### src/rtl/cpu_ack_if.sv
module cpu_ack_if #(
  parameter int ID_W        = 10,
  parameter int SRC_W       = 3,
  parameter int PRIO_W      = 8,
  parameter int DATA_W      = 32,
  parameter int NUM_SGI     = 16,
  parameter int FIRST_RSVD  = 1020,
  parameter int SPURIOUS_ID = 1023
) (
  input  logic              clk,
  input  logic              rst_n,
  input  logic              cand_valid,
  input  logic [ID_W-1:0]   cand_id,
  input  logic [SRC_W-1:0]  cand_src,
  input  logic [PRIO_W-1:0] cand_prio,
  input  logic              cand_edge,
  input  logic              reg_we,
  input  logic              reg_re,
  input  logic [1:0]        reg_addr,
  input  logic [DATA_W-1:0] reg_wdata,
  output logic [DATA_W-1:0] reg_rdata,
  output logic              irq_o,
  output logic              act_set_o,
  output logic              pend_clr_o,
  output logic [ID_W-1:0]   act_id_o,
  output logic [SRC_W-1:0]  act_src_o,
  output logic              eoi_o,
  output logic [ID_W-1:0]   eoi_id_o,
  output logic [SRC_W-1:0]  eoi_src_o
);

  localparam int ACK_W = ID_W + SRC_W;
  localparam logic [1:0] A_CTRL = 2'd0;
  localparam logic [1:0] A_MASK = 2'd1;
  localparam logic [1:0] A_ACK  = 2'd2;
  localparam logic [1:0] A_EOI  = 2'd3;
  localparam logic [ID_W-1:0] RSVD_ID = ID_W'(FIRST_RSVD);
  localparam logic [ID_W-1:0] SGI_END = ID_W'(NUM_SGI);
  localparam logic [ID_W-1:0] SPUR    = ID_W'(SPURIOUS_ID);

  logic              en_q;
  logic [PRIO_W-1:0] mask_q;
  logic              busy_q;
  logic [ID_W-1:0]   cur_id_q;
  logic [SRC_W-1:0]  cur_src_q;

  logic              qual, grant, ack_rd, take, eoi_wr, eoi_hit;
  logic [ID_W-1:0]   w_id;
  logic [SRC_W-1:0]  w_src, src_fld;
  logic [ACK_W-1:0]  ack_val;
  logic [DATA_W-1:0] rd_next;

  assign qual    = cand_valid && (cand_id < RSVD_ID) && (cand_prio < mask_q);
  assign grant   = en_q && qual && !busy_q;
  assign irq_o   = grant;

  assign ack_rd  = reg_re && (reg_addr == A_ACK);
  assign take    = ack_rd && grant;
  assign src_fld = (cand_id < SGI_END) ? cand_src : '0;
  assign ack_val = take ? {src_fld, cand_id} : {{SRC_W{1'b0}}, SPUR};

  assign eoi_wr  = reg_we && (reg_addr == A_EOI);
  assign w_id    = reg_wdata[ID_W-1:0];
  assign w_src   = reg_wdata[ID_W +: SRC_W];
  assign eoi_hit = eoi_wr && busy_q && (w_id == cur_id_q) &&
                   ((cur_id_q >= SGI_END) || (w_src == cur_src_q));

  always_comb begin
    rd_next = '0;
    case (reg_addr)
      A_CTRL:  rd_next[0] = en_q;
      A_MASK:  rd_next[PRIO_W-1:0] = mask_q;
      A_ACK:   rd_next[ACK_W-1:0] = ack_val;
      default: rd_next = '0;
    endcase
  end

  always_ff @(posedge clk or negedge rst_n) begin
    if (!rst_n) begin
      en_q   <= 1'b0;
      mask_q <= '0;
    end else if (reg_we) begin
      if (reg_addr == A_CTRL) en_q <= reg_wdata[0];
      if (reg_addr == A_MASK) mask_q <= reg_wdata[PRIO_W-1:0];
    end
  end

  always_ff @(posedge clk or negedge rst_n) begin
    if (!rst_n) begin
      busy_q    <= 1'b0;
      cur_id_q  <= '0;
      cur_src_q <= '0;
    end else if (take) begin
      busy_q    <= 1'b1;
      cur_id_q  <= cand_id;
      cur_src_q <= src_fld;
    end else if (eoi_hit) begin
      busy_q    <= 1'b0;
    end
  end

  always_ff @(posedge clk or negedge rst_n) begin
    if (!rst_n) begin
      reg_rdata  <= '0;
      act_set_o  <= 1'b0;
      pend_clr_o <= 1'b0;
      act_id_o   <= '0;
      act_src_o  <= '0;
      eoi_o      <= 1'b0;
      eoi_id_o   <= '0;
      eoi_src_o  <= '0;
    end else begin
      if (reg_re) reg_rdata <= rd_next;
      act_set_o  <= take;
      pend_clr_o <= take && cand_edge;
      if (take) begin
        act_id_o  <= cand_id;
        act_src_o <= src_fld;
      end
      eoi_o <= eoi_hit;
      if (eoi_hit) begin
        eoi_id_o  <= cur_id_q;
        eoi_src_o <= cur_src_q;
      end
    end
  end

  p_claim_needs_req_r7: assert property (@(posedge clk) disable iff (!rst_n)
    act_set_o |-> $past(irq_o));
  p_edge_clear_with_claim_r7: assert property (@(posedge clk) disable iff (!rst_n)
    pend_clr_o |-> act_set_o);
  p_quiet_after_claim_r8: assert property (@(posedge clk) disable iff (!rst_n)
    act_set_o |-> !irq_o);
  p_claim_id_valid_r4: assert property (@(posedge clk) disable iff (!rst_n)
    act_set_o |-> (act_id_o < RSVD_ID));
  p_claim_returns_id_r5: assert property (@(posedge clk) disable iff (!rst_n)
    act_set_o |-> (reg_rdata[ACK_W-1:0] == {act_src_o, act_id_o}));
  p_spurious_no_claim_r6: assert property (@(posedge clk) disable iff (!rst_n)
    (act_set_o == 1'b0 && $past(ack_rd)) |-> (reg_rdata[ID_W-1:0] == SPUR));
  p_eoi_from_write_r9: assert property (@(posedge clk) disable iff (!rst_n)
    eoi_o |-> ($past(reg_we) && $past(reg_addr) == A_EOI));

endmodule

### config.mk
export PLATFORM = sky130hd
export DESIGN_NAME = cpu_ack_if
export DESIGN_NICKNAME = d
export VERILOG_FILES = /design/src/rtl/cpu_ack_if.sv
export SDC_FILE = /design/constraint.sdc
export NUM_CORES = 1
export LEC_CHECK = 0
export ABC_AREA = 1
export BUFFER_PORTS_ARGS = -buffer_cell sky130_fd_sc_hd__buf_4
export CAP_MARGIN = 20
export CORE_ASPECT_RATIO = 0.9
export CORE_MARGIN = 5
export CORE_UTILIZATION = 30
export CTS_BUF_LIST = sky130_fd_sc_hd__clkbuf_16
export DETAILED_ROUTE_END_ITERATION = 10
export PLACE_DENSITY = 0.59
export SYNTH_ARGS = -nofsm -noshare
export SYNTH_HDL_FRONTEND = slang
export SYNTH_SLANG_ARGS = --single-unit
### constraint.sdc
create_clock -name clk -period 1.75 [get_ports clk]
set_input_delay 0.0875 -clock clk [delete_from_list [all_inputs] [get_ports clk]]
set_output_delay 0.0875 -clock clk [all_outputs]
set_load 0.01 [all_outputs]
======== Word level (Yosys, flattened, before mapping) ========
Index checks and enable logic that the tools add are counted.
operators by class
  magnitude comparators ................... 4
  eq/ne operators ......................... 5
  multiplexer cells ....................... 7
  reduce and logical (&&, ||, !) cells .... 17
operators with widths
  cell                    count
  $pmux W7 S2             1
  $mux W13                1
  $logic_and A1 B1 Y1     11
  $eq A10 B10 Y1          1
  $ge A10 B5 Y1 const B   1
  $lt A10 B10 Y1 const B  1
  $lt A10 B5 Y1 const B   1
  $lt A8 B8 Y1            1
  $mux W5                 1
  $eq A2 B2 Y1 const B    2
  $reduce_and A2 Y1       2
  $eq A3 B3 Y1            1
  $mux W3                 1
  $pmux W1 S3             1
  $eq A2 B1 Y1 const B    1
  $logic_not A2 Y1        1
  $mux W1                 2
  $reduce_bool A2 Y1      1
  $logic_not A1 Y1        1
  $logic_or A1 B1 Y1      1
storage, ports and cells
  register bits after elaboration ......... 52
  output and inout bits ................... 62
  logic and storage cells ................. 44

======== Depth between registers and ports, before layout ========
  depth in word-level cells ............... 8
  gate-level depth with buffers ........... 14
  mapped depth without buffers ............ 14

======== Worst setup path before layout ========
Ideal clock, no wire load.
  path type ............................... register to register
  start point ............................. reg mask_q[7]
  end point ............................... reg reg_rdata[8]
  data arrival time ....................... 1,558 ps
  setup slack ............................. 61 ps
  cell stages (with the launch flop) ...... 11
  buffers on the path ..................... 0
  cell sequence ........................... dfrtp_1 inv_1 ha_1 nand2_1 nand2_2 nor3_4 nand2_4 inv_2 nand2_2 nor2_2 o21ai_1
on the way
  cells in the longest elaborated chain, start to end .. 7
ends and longest elaborated chain
  element                           RTL line  text
  start: declaration                42        logic [PRIO_W-1:0] mask_q;
  start signal: assignment          84        if (reg_addr == A_MASK) mask_q <= reg_wdata[PRIO_W-1:0];
  $lt A8 B8 Y1                      53        assign qual = cand_valid && (cand_id < RSVD_ID) && (cand_prio < mask_q);
  $logic_and A1 B1 Y1               53
  $logic_and A1 B1 Y1 (2 in a row)  54        assign grant = en_q && qual && !busy_q;
  net irq_o                         22        output logic irq_o,
  $logic_and A1 B1 Y1               58        assign take = ack_rd && grant;
  $mux W13                          60        assign ack_val = take ? {src_fld, cand_id} : {{SRC_W{1'b0}}, SPUR};
  $mux W5                           70        case (reg_addr)
  end signal: assignment            113       if (reg_re) reg_rdata <= rd_next;
  end: declaration                  21        output logic [DATA_W-1:0] reg_rdata,
The timed path passes the listed nets, and every way through them passes these cells.
A chain may end at the register's enable or synchronous reset.

======== Final worst setup path ========
  start point ............................. reg mask_q[7]
  end point ............................... reg act_src_o[2]
on the way
  cells in the longest elaborated chain, start to end .. 5
ends and longest elaborated chain
  element                           RTL line  text
  $lt A8 B8 Y1                      53
  $logic_and A1 B1 Y1               53
  $logic_and A1 B1 Y1 (2 in a row)  54
  $logic_and A1 B1 Y1               58
  end signal: assignment            118       act_src_o <= src_fld;
  end: declaration                  26        output logic [SRC_W-1:0] act_src_o,
Every way passes these cells.

==> results.cfg <==
[routing]
drt_wl_total_um = 7717
ant_nets = 0
route.detailed.drc = 0
wl_per_cell_um = 13.81
drt_iter0_markers = 114
num_vias = 2381
post_drt_via_cell_ratio = 4.259
drt-pass1-iter-count = 4

[die]
dieArea_sq_um = 11240
io-pin-count = 123
die_h_um = 101.1
start_util = 0.3057
core_sq_um = 9042
die_width_um = 111.2
num_rows = 33

[global_routing]
overflow = 0
grt_pass1_vias = 2372
grt-busiest-layer = met2
antenna_found_initial = 0
use_met1 = 0.1695
grt_max_degree = 53
grt_pass1_wl_um = 12180
grtUsageMet3 = 0.03661
gr-usage-met2 = 0.2452
grtUsageTotal = 0.1377

[synthesis]
yosysUniqueCellTypes = 32
yosys.area.top_type = dfrtp_1
synth_enable_flop_cells = 0
synth-seq-area-share = 0.4708
yosysMostFrequentCell = nand2_1
yosys.area.top_type_share = 0.4708
synth-main-ff-cell = dfrtp_1
synth_top_cells_by_count = nand2_1 (98), dfrtp_1 (52), inv_1 (37), buf_4 (19), nand4_1 (12)
synthTopCellsByArea = dfrtp_1 (47%), nand2_1 (13%), buf_4 (5.2%)
syn_inst = 321
synthArstFlopShare = 1.000
synth.avg_cell_area_sq_um = 8.610
synth_seq_cells = 52
syn_area_sq_um = 2764
yosys_warnings = 0

[final_layout]
post-route-util = 0.4414
synthToLayoutAreaGrowth_pct = 44.41
drive_gt1_frac = 0.3707
register_area_sq_um = 1301
fill_cells = 889
multi_input_area_sq_um = 1292
layout.cells.non_filler = 559
fin_nets = 508
fin_area_sq_um = 3991
num_antenna_cells = 0

[min_path]
holdCritPathClass = input port to register

[placed_design]
io_buffers = 84
placed_cell_area_sq_um = 3622
dp_hpwl_um = 6112
place_inst = 543
post-place-ws_ns = -0.02020
place_congestion = 0.8122

[timing]
setup_viol = 12
fin_crit_sh = 1.020
relSlewSlack = 0.3841
hold_violations = 0
slew_viol_final = 0
skew_ns = 0.004483
fin_ws_ns = -0.03510
layout_min_cycle_time_ns = 1.785
worst_slew_pin_slew_ns = 0.9168
fmax_mhz = 560.2
rsz0062_at_grt = true

[clocking]
clk_pin_slew_ns = 0.07
cts_made_buffers = 5
cts_tree = yes
clock_latency_ns = 0.29
ctsLongestPathBuffers = 2
cts_htree_levels = 2
cts_root_buffer = clkbuf_16
cts.sinks = 52

[run_status]
status = complete, but fails checks
violations = negative setup slack

[power_and_ir_drop]
power_density_nw_per_um2 = 1028
leakage_nw = 2.154
fin_total_pwr_w = 0.004104
ir_worst_vdd_uv = 489.7

[worst_setup_path]
end_kind = register
crit_path_max_fanout = 6
start_kind = register
critPathKind = register to register
cp.required_ns = 1.93
critical_path_arrival_ns = 1.96

[job]
maxCapViolations = 0
[sequential cells by signal (all words and copies together) (netlist names)]
name,flops
eoi_src_o,3
act_id_o,10
act_src_o,3
mask_q,8
act_set_o,1
en_q,1
busy_q,1
eoi_o,1
reg_rdata,13
eoi_id_o,10
pend_clr_o,1
[logic make-up after synthesis]
family,after synthesis,synth area share
compound gates,37,0.08284
fa+ha+maj,11,0.04980
other cells,1,0.001357
xor+xnor,11,0.03486
simple gates,142,0.2331
buf+inv,67,0.1272
flops,52,0.4708
[final timing paths]
path / start / to / slack (ns) / cells after the start
setup / recovery: mask_q[7] / act_src_o[2] / -0.04 / 11
hold / removal: cand_edge / pend_clr_o / 0.02 / 3
setup reg to reg: mask_q[7] / act_src_o[2] / -0.04 / 11
hold reg to reg: reg_rdata[5] / reg_rdata[5] / 0.48 / 2
max in group asynchronous: rst_n / reg_rdata[12] / 0.90 / 2
min in group asynchronous: rst_n / eoi_id_o[7] / 0.39 / 2
[final cells by class]
type,instances,area share
Clock buffer,5,0.03135
Clock inverter,3,0.009718
Inverter,41,0.03918
Multi-Input combinational cell,220,0.3238
Sequential cell,52,0.3260
Tap cell,122,0.03824
Timing Repair Buffer,116,0.2317
[per-layer routing]
layer  vias to the layer above  part of all wire
met3                         2             0.067
met4                         0            0.0029
li1                       1206                 -
met2                        72              0.51
met5                         -                 0
met1                      1101              0.42
[worst max-delay path, stage by stage, from the launching register on]
cell     delay (ns)
dfrtp_1        0.39
inv_2          0.08
ha_4           0.20
nand2_2        0.07
nand2_2        0.06
nor3_4         0.20
buf_6          0.13
nand2_4        0.05
buf_6          0.12
nor2_8         0.17
buf_6          0.15
o21ai_1        0.05
[where the power goes]
| part | internal [W] | leakage [nW] | switching [W] | total [W] |
|---|---|---|---|---|
| clock network | 0.000668 | 0.0850 | 0.000433 | 0.00110 |
| logic | 0.000693 | 1.41 | 0.000670 | 0.00136 |
| registers | 0.00142 | 0.661 | 0.000221 | 0.00164 |
| total | 0.00278 | 2.15 | 0.00132 | 0.00410 |
[cell usage in the layout, fill, tap and decap left out, drive strengths merged, types with 2 or more instances in the layout]
| master | synthesis | routed |
|---|---|---|
| buf | 24 | 115 |
| nand2 | 102 | 102 |
| dfrtp | 52 | 52 |
| inv | 41 | 42 |
| conb | 1 | 19 |
| o21ai | 17 | 17 |
| nor2 | 15 | 15 |
| nand4 | 12 | 12 |
| ha | 11 | 11 |
| a21oi | 10 | 10 |
| xnor2 | 8 | 8 |
| o21a | 8 | 8 |
| nand3 | 8 | 8 |
| clkbuf | 2 | 5 |
| xor2 | 3 | 3 |
| nor4 | 3 | 3 |
| nor3 | 2 | 2 |
[what timing repair did]
item	CTS	global route
gates resized for setup	18	17
setup buffers	8	2
setup endpoints to repair	25	32
hold buffers	1	0
hold endpoints to repair	52	0
pin swaps	12	10
[through the flow]
stage               setup TNS (ns)  hold slack [ns]
floorplan                        0          -0.2081
global placement                 0           0.1704
detailed placement         -0.1335           0.1765
CTS                       -0.06713          0.01573
global route                -2.661          0.02047
finish                     -0.3456          0.02283
No activity file was read; power rests on OpenSTA's default activity.
